`src/rtl/led_status_pkg.sv`:
```
package led_status_pkg;

  typedef enum logic [2:0] {
    ST_DARK      = 3'd0,
    ST_STBY      = 3'd1,
    ST_MAIN_OK   = 3'd2,
    ST_WARN      = 3'd3,
    ST_PEER_LOST = 3'd4,
    ST_FW_UPLOAD = 3'd5,
    ST_CRIT      = 3'd6
  } led_state_e;

  typedef enum logic [1:0] {
    PAT_OFF   = 2'd0,
    PAT_SOLID = 2'd1,
    PAT_SLOW  = 2'd2,
    PAT_FAST  = 2'd3
  } blink_pat_e;

  typedef struct packed {
    logic       green;
    blink_pat_e pat;
  } led_look_t;

  // Quarter-second slot length in clock cycles, never below one.
  function automatic int unsigned quarter_ticks(input int unsigned clk_hz);
    return (clk_hz / 4 < 1) ? 1 : clk_hz / 4;
  endfunction

  // Colour and pattern shown for each ranked state.
  function automatic led_look_t look_of(input led_state_e st);
    led_look_t l;
    case (st)
      ST_CRIT:      l = '{green: 1'b0, pat: PAT_SOLID};
      ST_FW_UPLOAD: l = '{green: 1'b1, pat: PAT_FAST};
      ST_PEER_LOST: l = '{green: 1'b0, pat: PAT_SOLID};
      ST_WARN:      l = '{green: 1'b0, pat: PAT_SLOW};
      ST_MAIN_OK:   l = '{green: 1'b1, pat: PAT_SOLID};
      ST_STBY:      l = '{green: 1'b1, pat: PAT_SLOW};
      default:      l = '{green: 1'b0, pat: PAT_OFF};
    endcase
    return l;
  endfunction

  // Whether a pattern is lit in the given slot (slot index 0..3).
  function automatic logic pat_lit(input blink_pat_e pat, input logic [1:0] slot);
    case (pat)
      PAT_SOLID: return 1'b1;
      PAT_SLOW:  return ~slot[1];
      PAT_FAST:  return ~slot[0];
      default:   return 1'b0;
    endcase
  endfunction

endpackage

```
`src/rtl/led_blink_prescaler.sv`:
```
module led_blink_prescaler #(
  parameter int unsigned QUARTER = 25_000_000
) (
  input  logic       clk,
  input  logic       rst_n,
  output logic       quarter_tick,
  output logic [1:0] slot
);
  localparam int unsigned CNT_W = (QUARTER > 1) ? $clog2(QUARTER) : 1;
  localparam logic [CNT_W-1:0] LAST = CNT_W'(QUARTER - 1);

  logic [CNT_W-1:0] cnt_q;
  logic [1:0]       slot_q;

  assign quarter_tick = (cnt_q == LAST);
  assign slot         = slot_q;

  always_ff @(posedge clk or negedge rst_n) begin
    if (!rst_n) begin
      cnt_q  <= '0;
      slot_q <= 2'd0;
    end else if (quarter_tick) begin
      cnt_q  <= '0;
      slot_q <= slot_q + 2'd1;
    end else begin
      cnt_q  <= cnt_q + 1'b1;
    end
  end
endmodule

```
`src/rtl/led_state_arbiter.sv`:
```
module led_state_arbiter
  import led_status_pkg::*;
(
  input  logic       pwr_present,
  input  logic       standby,
  input  logic       main_ok,
  input  logic       peer_lost,
  input  logic       warn,
  input  logic       crit,
  input  logic       fw_upload,
  output led_state_e state
);
  always_comb begin
    if (crit)                     state = ST_CRIT;
    else if (fw_upload)           state = ST_FW_UPLOAD;
    else if (peer_lost)           state = ST_PEER_LOST;
    else if (warn)                state = ST_WARN;
    else if (main_ok)             state = ST_MAIN_OK;
    else if (pwr_present && standby) state = ST_STBY;
    else                          state = ST_DARK;
  end
endmodule

```
`src/rtl/led_pattern_drive.sv`:
```
module led_pattern_drive
  import led_status_pkg::*;
#(
  parameter int unsigned N_COLOR = 2
) (
  input  logic               clk,
  input  logic               rst_n,
  input  led_state_e         state,
  input  logic [1:0]         slot,
  output logic [N_COLOR-1:0] led_q
);
  led_look_t          look;
  logic               lit_now;
  logic [N_COLOR-1:0] want;

  assign look    = look_of(state);
  assign lit_now = pat_lit(look.pat, slot);

  // Element 0 is green, every other element is yellow.
  for (genvar c = 0; c < N_COLOR; c++) begin : g_color
    if (c == 0) begin : g_green
      assign want[c] = lit_now & look.green;
    end else begin : g_yellow
      assign want[c] = lit_now & ~look.green;
    end
  end

  always_ff @(posedge clk or negedge rst_n) begin
    if (!rst_n) led_q <= '0;
    else        led_q <= want;
  end
endmodule

```
`src/rtl/led_status_ctrl.sv`:
```
module led_status_ctrl
  import led_status_pkg::*;
#(
  parameter int unsigned CLK_HZ = 100_000_000
) (
  input  logic clk,
  input  logic rst_n,
  input  logic pwr_present_i,
  input  logic standby_i,
  input  logic main_ok_i,
  input  logic peer_lost_i,
  input  logic warn_i,
  input  logic crit_i,
  input  logic fw_upload_i,
  output logic led_green_o,
  output logic led_yellow_o
);
  localparam int unsigned QUARTER = quarter_ticks(CLK_HZ);

  logic       quarter_tick;
  logic [1:0] slot;
  led_state_e state;
  logic [1:0] led_q;

  led_blink_prescaler #(.QUARTER(QUARTER)) u_presc (
    .clk          (clk),
    .rst_n        (rst_n),
    .quarter_tick (quarter_tick),
    .slot         (slot)
  );

  led_state_arbiter u_arb (
    .pwr_present (pwr_present_i),
    .standby     (standby_i),
    .main_ok     (main_ok_i),
    .peer_lost   (peer_lost_i),
    .warn        (warn_i),
    .crit        (crit_i),
    .fw_upload   (fw_upload_i),
    .state       (state)
  );

  led_pattern_drive #(.N_COLOR(2)) u_drive (
    .clk   (clk),
    .rst_n (rst_n),
    .state (state),
    .slot  (slot),
    .led_q (led_q)
  );

  assign led_green_o  = led_q[0];
  assign led_yellow_o = led_q[1];
endmodule

```
`config.mk`:
```
export PLATFORM = sky130hd
export DESIGN_NAME = led_status_ctrl
export DESIGN_NICKNAME = d
export VERILOG_FILES = /design/src/rtl/led_status_pkg.sv /design/src/rtl/led_blink_prescaler.sv /design/src/rtl/led_state_arbiter.sv /design/src/rtl/led_pattern_drive.sv /design/src/rtl/led_status_ctrl.sv
export SDC_FILE = /design/constraint.sdc
export NUM_CORES = 1
export LEC_CHECK = 0
export BUFFER_PORTS_ARGS = -buffer_cell sky130_fd_sc_hd__buf_2
export CORE_UTILIZATION = 35
export CTS_CLUSTER_DIAMETER = 100
export DETAILED_ROUTE_END_ITERATION = 7
export PLACE_DENSITY = 0.58
export SYNTH_ARGS = -nofsm -noshare
export SYNTH_HDL_FRONTEND = slang
export SYNTH_SLANG_ARGS = --single-unit
```
`constraint.sdc`:
```
create_clock -name clk -period 2.3 [get_ports clk]
set_input_delay 0.46 -clock clk [delete_from_list [all_inputs] [get_ports clk]]
set_output_delay 0.46 -clock clk [all_outputs]
set_load 0.05 [all_outputs]
```
==> impl_metrics.py, run 1 <==
metrics = {
    "run_status": {
        "status": "completed",
    },
    "synth": {
        "synth_async_sr_flop_share_pct": 100.0,
        "synth-seq-cells": 29,
        "synth_area_leader_cell": "dfrtp_1",
        "synth_nets": 158,
        "ys.flop_type": "dfrtp_1",
        "ys_seq_area_share_pct": 48.54,
        "synth_warnings": 0,
        "netlist.area_leader.share_pct": 48.54,
        "yosys-top-cells-area": "dfrtp_1 49%, xnor2_1 5.3%, nand3_1 4.4%",
        "synth_edf_count": 0,
        "synth_cell_types": 38,
        "syn_area_sq_um": 1495,
        "synthCells": 148,
        "avgSynthCellArea_sq_um": 10.10,
    },
    "global_route": {
        "overflow": 0,
        "grt_pass1_wl_mm": 5.285,
        "grt_antenna_before_repair": 0,
        "grtUsageMet2_pct": 24.63,
        "met1_usage_pct": 22.01,
        "grt_usage_pct": 16.65,
        "grt_start_max_net_pins": 30,
        "met3_usage_pct": 6.081,
        "busiest_layer": "met2",
        "grt_pass1_vias": 1109,
    },
    "cts": {
        "h-tree-depth": 2,
        "post_cts_buffers": 0,
        "cts_buffer_depth": 2,
        "cts_tree": "done",
        "cts-hold-fix-buffers": 0,
        "cts_sinks": 29,
        "cts-root-buf": "clkbuf_8",
        "cts_resized": 0,
        "clk_latency_ps": 290,
        "cts_buffers": 5,
        "clk_pin_slew_ps": 70,
    },
    "worst_setup_path": {
        "cp.buffers_inverters": 1,
        "critPathMaxStageDelay_ps": 430,
        "crit_family": "simple AND/OR/NAND/NOR gates",
        "crit_fanout": 11,
        "arrival_ps": 2110,
        "critPathRequiredTime_ps": 2480,
        "cpMaxStageDelayCell": "dfrtp_1",
        "ff2ff_path_depth": 5,
        "worstPathCellList": "and4_1 > nand2_1 > nor3_1 > buf_4 > o21ba_2",
        "cp-start-kind": "register",
        "crit_cells": 5,
        "worstSetupPathType": "register to register",
        "endpoint_kind": "register",
    },
    "place": {
        "post-place-ws_ps": 406.9,
        "dp.cells": 205,
        "portBuffers": 10,
        "dp_hpwl_mm": 2.297,
        "gp_congestion": 0.8038,
    },
    "routing": {
        "wl_per_cell_um": 15.08,
        "vias": 1161,
        "drt-total-wl_mm": 3.211,
        "detail_route.first_pass.iterations": 4,
        "drc": 0,
        "viasPerCell": 5.451,
        "drt_iter0_drc": 73,
        "antenna_left": 0,
    },
    "layout": {
        "final_cell_mix": "29 x dfrtp_1, 13 x nand3_1, 11 x nand2_1",
        "drive_gt1_share_pct": 15.34,
        "area_delta_synth_final_pct": 11.88,
        "stdcell_count": 213,
        "diodes": 0,
        "nets": 172,
        "final_common_cell": "dfrtp_1",
    },
    "floorplanning": {
        "rows": 23,
        "fp.dieH_um": 67.36,
        "initial_core_util_pct": 36.85,
        "dieArea_sq_um": 4537,
        "io_pins": 11,
        "die_w_um": 67.36,
        "design.core.area_sq_um": 4058,
    },
    "sta": {
        "hold_violations": 0,
        "relSlewSlack_pct": 56.53,
        "max_freq_ghz": 0.5193,
        "rsz0062_at_grt": "no",
        "finalSetupViolations": 0,
        "fin_ws_ps": 374.4,
        "tightest_slew_ps": 652.0,
        "period_minus_slack_ps": 1926,
        "post-route-period-util_pct": 83.72,
        "finalClockSkew_ps": 7.051,
        "setup_tns_ps": 0,
        "slew_viol_final": 0,
    },
    "pwr": {
        "p_leak_nw": 0.7283,
        "power.density_nw_per_um2": 582.0,
        "peakVddDrop_uv": 290.9,
    },
    "hold_path": {
        "hp-class": "input pin to asynchronous set/reset pin",
    },
    "flow_run": {
        "maxCapViolations": 0,
    },
}
[cell families after synthesis]
family          Yosys count  share of synthesized area, %
simple gates             70                         27.87
flops                    29                         48.54
compound gates           24                         10.54
xor+xnor                 15                         8.787
buf+inv                   9                         3.430
fa+ha+maj                 1                        0.8367
[layout make-up]
type | count | area [sq um]
repair buffers | 12 | 65.06
flip-flops and latches | 29 | 725.7
multi-input cells | 110 | 718.2
clock buffers | 5 | 68.82
well taps | 50 | 62.56
inverters | 4 | 15.01
clock inverters | 3 | 17.52
fillers | 387 | 2385
[cell usage after synthesis (all sizes together) (2+ instances only)]
cell type / number
nor3: 5
o31ai: 5
or3: 4
and4: 5
o211ai: 2
and3: 4
inv: 4
nor2: 8
buf: 5
xor2: 6
nand4: 5
nand3: 13
or4: 5
and2: 2
xnor2: 9
nand2: 11
nor2b: 2
o21ai: 3
a21oi: 8
dfrtp: 29
[where the power goes]
group | internal [mW] | switching (mW) | total [mW]
clock network | 0.208 | 0.208 | 0.416
registers | 0.513 | 0.000583 | 0.514
logic | 0.0129 | 0.0313 | 0.0442
[flip-flops by register name, indices dropped and copies added (netlist names)]
| register | count |
|---|---|
| u_drive.led_q | 2 |
| u_presc.slot | 2 |
| u_presc.cnt_q | 25 |
[final timing paths]
check / from / end / slack (ps)
worst min-delay path: rst_n / u_presc.cnt_q[18]$_DFF_PN0_ / 200
max in group asynchronous: rst_n / u_presc.cnt_q[8]$_DFF_PN0_ / 1680
min in group clk: u_presc.slot[1]$_DFFE_PN0N_ / u_presc.slot[1]$_DFFE_PN0N_ / 460
worst max register to register: u_presc.cnt_q[2]$_DFF_PN0_ / u_presc.cnt_q[18]$_DFF_PN0_ / 370
worst max-delay path: u_presc.cnt_q[2]$_DFF_PN0_ / u_presc.cnt_q[18]$_DFF_PN0_ / 370
worst min register to register: u_presc.slot[1]$_DFFE_PN0N_ / u_presc.slot[1]$_DFFE_PN0N_ / 460
[per-stage QoR]
step	total power [mW]	area [sq um]	util, %	hold slack [ps]
floorplan	0.5439	1495	-	164.4
global placement	0.5665	1587	39.10	455.1
detailed placement	0.5681	1587	39.10	452.3
CTS	0.9855	1673	41.23	225.7
global route	1.016	1673	41.23	256.7
finish	0.9737	1673	41.23	198.1
[metal layers]
layer | routed length (um) | vias up | share of wire (%)
met5 | 0 | - | 0
met4 | 50 | 0 | 1.6
met3 | 159 | 6 | 5.0
met2 | 1509 | 27 | 47
met1 | 1491 | 560 | 46
li1 | - | 568 | -
(Power assumes the default switching activity.)
==> run 2: changes to the inputs <==
--- a/config.mk
+++ b/config.mk
@@ -5,6 +5,7 @@
 export SDC_FILE = /design/constraint.sdc
 export NUM_CORES = 1
 export LEC_CHECK = 0
+export ABC_AREA = 1
 export BUFFER_PORTS_ARGS = -buffer_cell sky130_fd_sc_hd__buf_2
 export CORE_UTILIZATION = 35
 export CTS_CLUSTER_DIAMETER = 100
==> constraint.sdc (replaced) <==
create_clock -name clk -period 2 [get_ports clk]
set_input_delay 0.4 -clock clk [delete_from_list [all_inputs] [get_ports clk]]
set_output_delay 0.4 -clock clk [all_outputs]
set_load 0.05 [all_outputs]
==> run 2 against run 1 <==
Largest cell class is now multi-input combinational cells. Synthesized cell count up 67%. Die area up 14%. Highest routed layer unchanged. Total power up 17%. Sequential cell count unchanged. Routed wire length up 14%. Final cell count up 55%. Clock power up 18%.
==> impl_metrics.py, run 2 <==
metrics = {
    "layout": {
        "area_delta_synth_final_pct": 12.82,
        "final_common_cell": "nand2_1",
        "largest_register": "u_presc.cnt_q",
        "nets": 274,
        "drive_gt1_share_pct": 9.091,
        "final_cell_mix": "73 x nand2_1, 57 x nor2_1, 31 x inv_1",
        "stdcell_count": 331,
        "largest_register_ffs": 25,
        "diodes": 0,
        "fin_util_pct": 41.03,
    },
    "synth": {
        "synth_nets": 257,
        "synth_async_sr_flop_share_pct": 100.0,
        "syn_area_sq_um": 1718,
        "synth-seq-cells": 29,
        "synth_edf_count": 0,
        "synth_warnings": 0,
        "netlist.area_leader.share_pct": 42.24,
        "synthCells": 247,
        "synth_most_common_cell": "nand2_1",
        "avgSynthCellArea_sq_um": 6.955,
        "synth_cell_types": 20,
        "yosys-top-cells-area": "dfrtp_1 42%, nand2_1 16%, nor2_1 12%",
        "ys_seq_area_share_pct": 42.24,
        "synth_area_leader_cell": "dfrtp_1",
        "ys.flop_type": "dfrtp_1",
        "synth_common_cells": "73 x nand2_1, 57 x nor2_1, 31 x inv_1",
    },
    "global_route": {
        "grt_start_max_net_pins": 30,
        "grt_pass1_vias": 1437,
        "overflow": 0,
        "grt_usage_pct": 16.49,
        "grt_antenna_before_repair": 0,
        "grt_pass1_wl_mm": 6.513,
    },
    "pwr": {
        "peakVddDrop_uv": 266.5,
        "power.density_nw_per_um2": 586.2,
        "p_leak_nw": 0.9185,
    },
    "cts": {
        "h-tree-depth": 2,
        "cts_tree": "done",
        "clk_pin_slew_ps": 60,
        "cts_buffers": 5,
        "cts-hold-fix-buffers": 0,
        "cts_sinks": 29,
        "cts-root-buf": "clkbuf_8",
        "cts_buffer_depth": 2,
        "post_cts_buffers": 0,
        "clk_latency_ps": 280,
        "cts_resized": 0,
    },
    "worst_setup_path": {
        "ff2ff_path_depth": 6,
        "cp-startpoint": "u_presc.cnt_q[0]$_DFF_PN0_",
        "crit_fanout": 6,
        "r2r_slack_ps": 380,
        "endpoint_kind": "register",
        "worstSetupPathType": "register to register",
        "arrival_ps": 1780,
        "cp-start-kind": "register",
        "critPathRequiredTime_ps": 2160,
        "rr_endpoint": "u_presc.cnt_q[18]$_DFF_PN0_",
        "rr_startpoint": "u_presc.cnt_q[0]$_DFF_PN0_",
    },
    "routing": {
        "antenna_left": 0,
        "detail_route.first_pass.iterations": 4,
        "drt-total-wl_mm": 3.669,
        "vias": 1510,
        "drt_iter0_drc": 61,
        "viasPerCell": 4.562,
        "wl_per_cell_um": 11.08,
        "drc": 0,
    },
    "hold_path": {
        "hp-class": "input pin to asynchronous set/reset pin",
    },
    "sta": {
        "hold_violations": 0,
        "tightest_slew_ps": 673.8,
        "finalClockSkew_ps": 4.679,
        "rsz0062_at_grt": "no",
        "finalSetupViolations": 0,
        "slew_viol_final": 0,
        "setup_tns_ps": 0,
        "relSlewSlack_pct": 55.08,
        "whs_ps": 150.9,
        "post-route-period-util_pct": 80.82,
        "period_minus_slack_ps": 1616,
        "max_freq_ghz": 0.6187,
    },
    "floorplanning": {
        "fp.dieH_um": 72.06,
        "io_pins": 11,
        "rows": 25,
        "die_w_um": 72.06,
        "design.core.area_sq_um": 4723,
        "dieArea_sq_um": 5193,
        "initial_core_util_pct": 36.37,
    },
    "place": {
        "dp.cells": 324,
        "gp_congestion": 0.9440,
        "dp_hpwl_mm": 2.853,
        "portBuffers": 10,
    },
    "flow_run": {
        "maxCapViolations": 0,
    },
    "run_status": {
        "status": "completed",
    },
}
run 2: changes by cell type in the layout (fill, tap and decap cells not counted), moves of 4 or more:
cell,change
o31ai_1,-5
nor2_1,+49
and4_1,-4
a21oi_1,-6
xnor2_1,-5
nand2_1,+62
xor2_1,+5
or4_1,-5
or3_1,-4
inv_1,+27
run 2: per-layer routing:
layer	track usage (%)	vias up	share of wire, %
met5	0	-	0
met2	27.52	27	47
met1	20.58	679	48
met4	6.100	0	1.6
li1	-	798	-
met3	4.167	6	2.8
run 2: cells by family (layout without fill, tap and decap cells):
group	count (synthesis)	count (layout)	share of synthesized area (%)
AO/OA/AOI/OAI	4	4	1.311
XOR/XNOR	15	15	7.647
adder cells (fa/ha/maj)	1	1	0.7282
buffers and inverters	33	50	7.502
AND/OR/NAND/NOR	165	165	40.57
flip-flops	29	29	42.24
run 2: worst max-delay path by stage:
stage | end | depth (start not counted)
5_1_grt | u_presc.cnt_q[22]$_DFF_PN0_ | 8
4_1_cts | u_presc.cnt_q[12]$_DFF_PN0_ | 8
3_5_place_dp | u_presc.cnt_q[16]$_DFF_PN0_ | 8
2_1_floorplan | u_presc.cnt_q[12]$_DFF_PN0_ | 8
3_3_place_gp | u_presc.cnt_q[19]$_DFF_PN0_ | 8
6_report | u_presc.cnt_q[18]$_DFF_PN0_ | 6
run 2: worst max-delay path: stages (launching register included):
cell,delay (ps)
dfrtp_1,420
ha_1,310
nand3_4,140
nor2_4,160
nand4_1,130
nor2_2,240
nor2_1,100
run 2: stage by stage:
stage / power, mW / setup WS (ps) / instance area [sq um]
finish: 1.136 / 383.7 / 1938
global route: 1.195 / 205.1 / 1938
CTS: 1.153 / 386.9 / 1938
detailed placement: 0.6579 / 390.7 / 1852
global placement: 0.6578 / 430.4 / 1852
floorplan: 0.6306 / 583.2 / 1718
run 2: power by group:
part	leakage [nW]	switching (mW)	internal, mW	total (mW)
combinational	0.487	0.0407	0.0144	0.0551
sequential	0.387	0.000584	0.591	0.591
clock	0.0443	0.218	0.272	0.490
total	0.919	0.259	0.877	1.14
run 2: final cells by class:
class / count / area, sq um
fill: 502 / 2785
multi-input combinational: 185 / 863.3
sequential: 29 / 725.7
inverter: 33 / 128.9
clock buffer: 7 / 86.33
tap: 67 / 83.83
timing repair buffer: 10 / 50.05
==> run 3: changes to the inputs <==
--- a/config.mk
+++ b/config.mk
@@ -5,7 +5,7 @@
 export SDC_FILE = /design/constraint.sdc
 export NUM_CORES = 1
 export LEC_CHECK = 0
-export ABC_AREA = 1
+export ABC_AREA = 0
 export BUFFER_PORTS_ARGS = -buffer_cell sky130_fd_sc_hd__buf_2
 export CORE_UTILIZATION = 35
 export CTS_CLUSTER_DIAMETER = 100
==> constraint.sdc (replaced) <==
create_clock -name clk -period 1.49 [get_ports clk]
set_input_delay 0.298 -clock clk [delete_from_list [all_inputs] [get_ports clk]]
set_output_delay 0.298 -clock clk [all_outputs]
set_load 0.05 [all_outputs]
==> run 3 against run 2 <==
The flow now finishes with violations (negative setup slack). Largest cell class unchanged. Critical endpoint is now u_presc.cnt_q[24]$_DFF_PN0_. Total power grew 34%. Sequential cell count is the same. Sequential power up 34%. Combinational power rose by 27%. Register-to-register slack worse by 470 ps. Final cell count shrank 22%.
==> impl_metrics.py, run 3 (same netlist as run 1, synthesis figures left out) <==
metrics = {
    "cts": {
        "cts_buffer_depth": 2,
        "cts-root-buf": "clkbuf_8",
        "clk_latency_ps": 280,
        "cts_sinks": 29,
        "cts_tree": "done",
        "h-tree-depth": 2,
        "clk_pin_slew_ps": 60,
        "cts_buffers": 5,
        "cts-hold-fix-buffers": 0,
    },
    "layout": {
        "largest_register": "u_presc.cnt_q",
        "final_cell_mix": "41 x buf_4, 29 x dfrtp_1, 12 x nand3_1",
        "diodes": 0,
        "regArea_sq_um": 725.7,
        "multiInputGateArea_sq_um": 822.0,
        "largest_register_ffs": 25,
        "drive_gt1_share_pct": 43.48,
        "area_delta_synth_final_pct": 42.93,
        "nets": 217,
        "final_common_cell": "buf_4",
        "fillers": 361,
    },
    "worst_setup_path": {
        "cpMaxStageDelayCell": "or4_1",
        "cp.buffers_inverters": 0,
        "crit_family": "simple AND/OR/NAND/NOR gates",
        "crit_fanout": 4,
        "worstPathCellList": "and4_1 > nand4_1 > or4_1 > a21oi_1",
        "critPathRequiredTime_ps": 1700,
        "critPathMaxStageDelay_ps": 510,
        "endpoint_kind": "register",
        "worstSetupPathType": "register to register",
        "cp-start-kind": "register",
        "arrival_ps": 1790,
    },
    "global_route": {
        "grt_antenna_before_repair": 0,
        "grt_start_max_net_pins": 30,
        "grt_pass1_vias": 1424,
        "grt_usage_pct": 19.04,
        "overflow": 0,
        "grt_pass1_wl_mm": 6.306,
    },
    "pwr": {
        "seq_power_share_pct": 52.3,
        "switching_share_pct": 22.30,
        "power.density_nw_per_um2": 710.3,
        "combPwrFrac_pct": 4.6,
        "clockPowerShare_pct": 43.1,
        "internal_power_mw": 1.179,
        "power_mw": 1.518,
        "p_leak_nw": 1.015,
        "peakVddDrop_uv": 398.2,
        "p_sw_mw": 0.3386,
    },
    "run_status": {
        "violations": "negative setup slack",
        "status": "finished with violations",
    },
    "floorplanning": {
        "dieArea_sq_um": 4537,
        "initial_core_util_pct": 36.85,
        "design.core.area_sq_um": 4058,
        "io_pins": 11,
        "fp.dieH_um": 67.36,
        "die_w_um": 67.36,
        "rows": 23,
    },
    "sta": {
        "rsz0062_at_grt": "yes",
        "fin_ws_ps": -91.09,
        "period_minus_slack_ps": 1581,
        "finalClockSkew_ps": 4.746,
        "post-route-period-util_pct": 106.1,
        "hold_violations": 0,
        "finalSetupViolations": 13,
        "relSlewSlack_pct": 56.41,
        "tightest_slew_ps": 653.8,
        "setup_tns_ps": -334.0,
        "max_freq_ghz": 0.6325,
        "slew_viol_final": 0,
    },
    "routing": {
        "detail_route.first_pass.iterations": 4,
        "met2WireLength_mm": 1.937,
        "top_layer_used": "met4",
        "wl_per_cell_um": 14.84,
        "wl_met3_um": 136,
        "viasPerCell": 5.409,
        "vias": 1390,
        "drt_iter0_drc": 78,
        "antenna_left": 0,
        "drt-total-wl_mm": 3.814,
        "drc": 0,
        "drt-met1-wl_mm": 1.680,
    },
    "place": {
        "gp_congestion": 0.8676,
        "portBuffers": 10,
        "post-place-ws_ps": -124.8,
        "dp_hpwl_mm": 2.724,
    },
    "hold_path": {
        "hp-class": "input pin to asynchronous set/reset pin",
    },
    "flow_run": {
        "maxCapViolations": 0,
    },
}
==> run 3: cell count changes in the layout (fill, tap and decap cells not counted), sizes merged, moves of 4 or more <==
cell	previous run	this run
nand2	74	11
xnor2	4	9
nand3	17	13
inv	32	4
and3	0	4
a21oi	2	8
or3	0	4
o31ai	0	5
or4	0	5
nor2	61	8
xor2	11	6
buf	10	57
and4	0	5
==> run 3: cell type report <==
| type | instances | area share (%) |
|---|---|---|
| Clock buffer | 7 | 4.040 |
| Inverter | 4 | 0.7026 |
| Multi-Input combinational cell | 110 | 38.47 |
| Sequential cell | 29 | 33.96 |
| Tap cell | 50 | 2.927 |
| Timing Repair Buffer | 57 | 19.91 |
==> run 3: final timing paths <==
kind | startpoint | to | slack [ps] | cells past startpoint
worst max-delay path | u_presc.cnt_q[17]$_DFF_PN0_ | u_presc.cnt_q[24]$_DFF_PN0_ | -90 | 4
worst min-delay path | rst_n | u_presc.cnt_q[21]$_DFF_PN0_ | 40 | 1
worst max register to register | u_presc.cnt_q[17]$_DFF_PN0_ | u_presc.cnt_q[24]$_DFF_PN0_ | -90 | 4
worst min register to register | u_presc.slot[1]$_DFFE_PN0N_ | u_presc.slot[1]$_DFFE_PN0N_ | 470 | 1
max in group asynchronous | rst_n | u_presc.cnt_q[10]$_DFF_PN0_ | 1020 | 1
min in group clk | crit_i | u_drive.led_q[0]$_DFF_PN0_ | 330 | 3
==> run 3: metal layers <==
layer  global-route usage [%]  vias to the layer above
met5                        0                        -
met4                    8.245                        0
met2                    32.38                       35
met3                    4.223                        8
li1                         -                      658
met1                    22.92                      689
==> run 3: power groups by stage <==
stage                     sequential [mW]  clock, mW  combinational (mW)
after floorplan                     0.825          0              0.0145
after global placement              0.807          0              0.0683
after detailed placement            0.808          0              0.0720
after CTS                           0.793      0.678              0.0721
after global routing                0.793      0.707              0.0773
final                               0.794      0.655              0.0698
==> run 3: what timing repair did <==
action | 4_1_cts | 5_1_grt
endpoints found under the setup margin | 18 | 21
gates resized for setup | 18 | 13
pin swaps | 13 | 8
buffers inserted | 5 | 1
==> run 3: per-stage QoR <==
step                hold slack, ps  cells  area, sq um  util (%)
finish                       38.42    257         2137     52.67
global route                 96.11    257         2137     52.67
CTS                          66.66    256         2087     51.43
detailed placement           369.0    244         1891     46.59
global placement             357.5    244         1891     46.59
floorplan                    2.409    148         1506         -
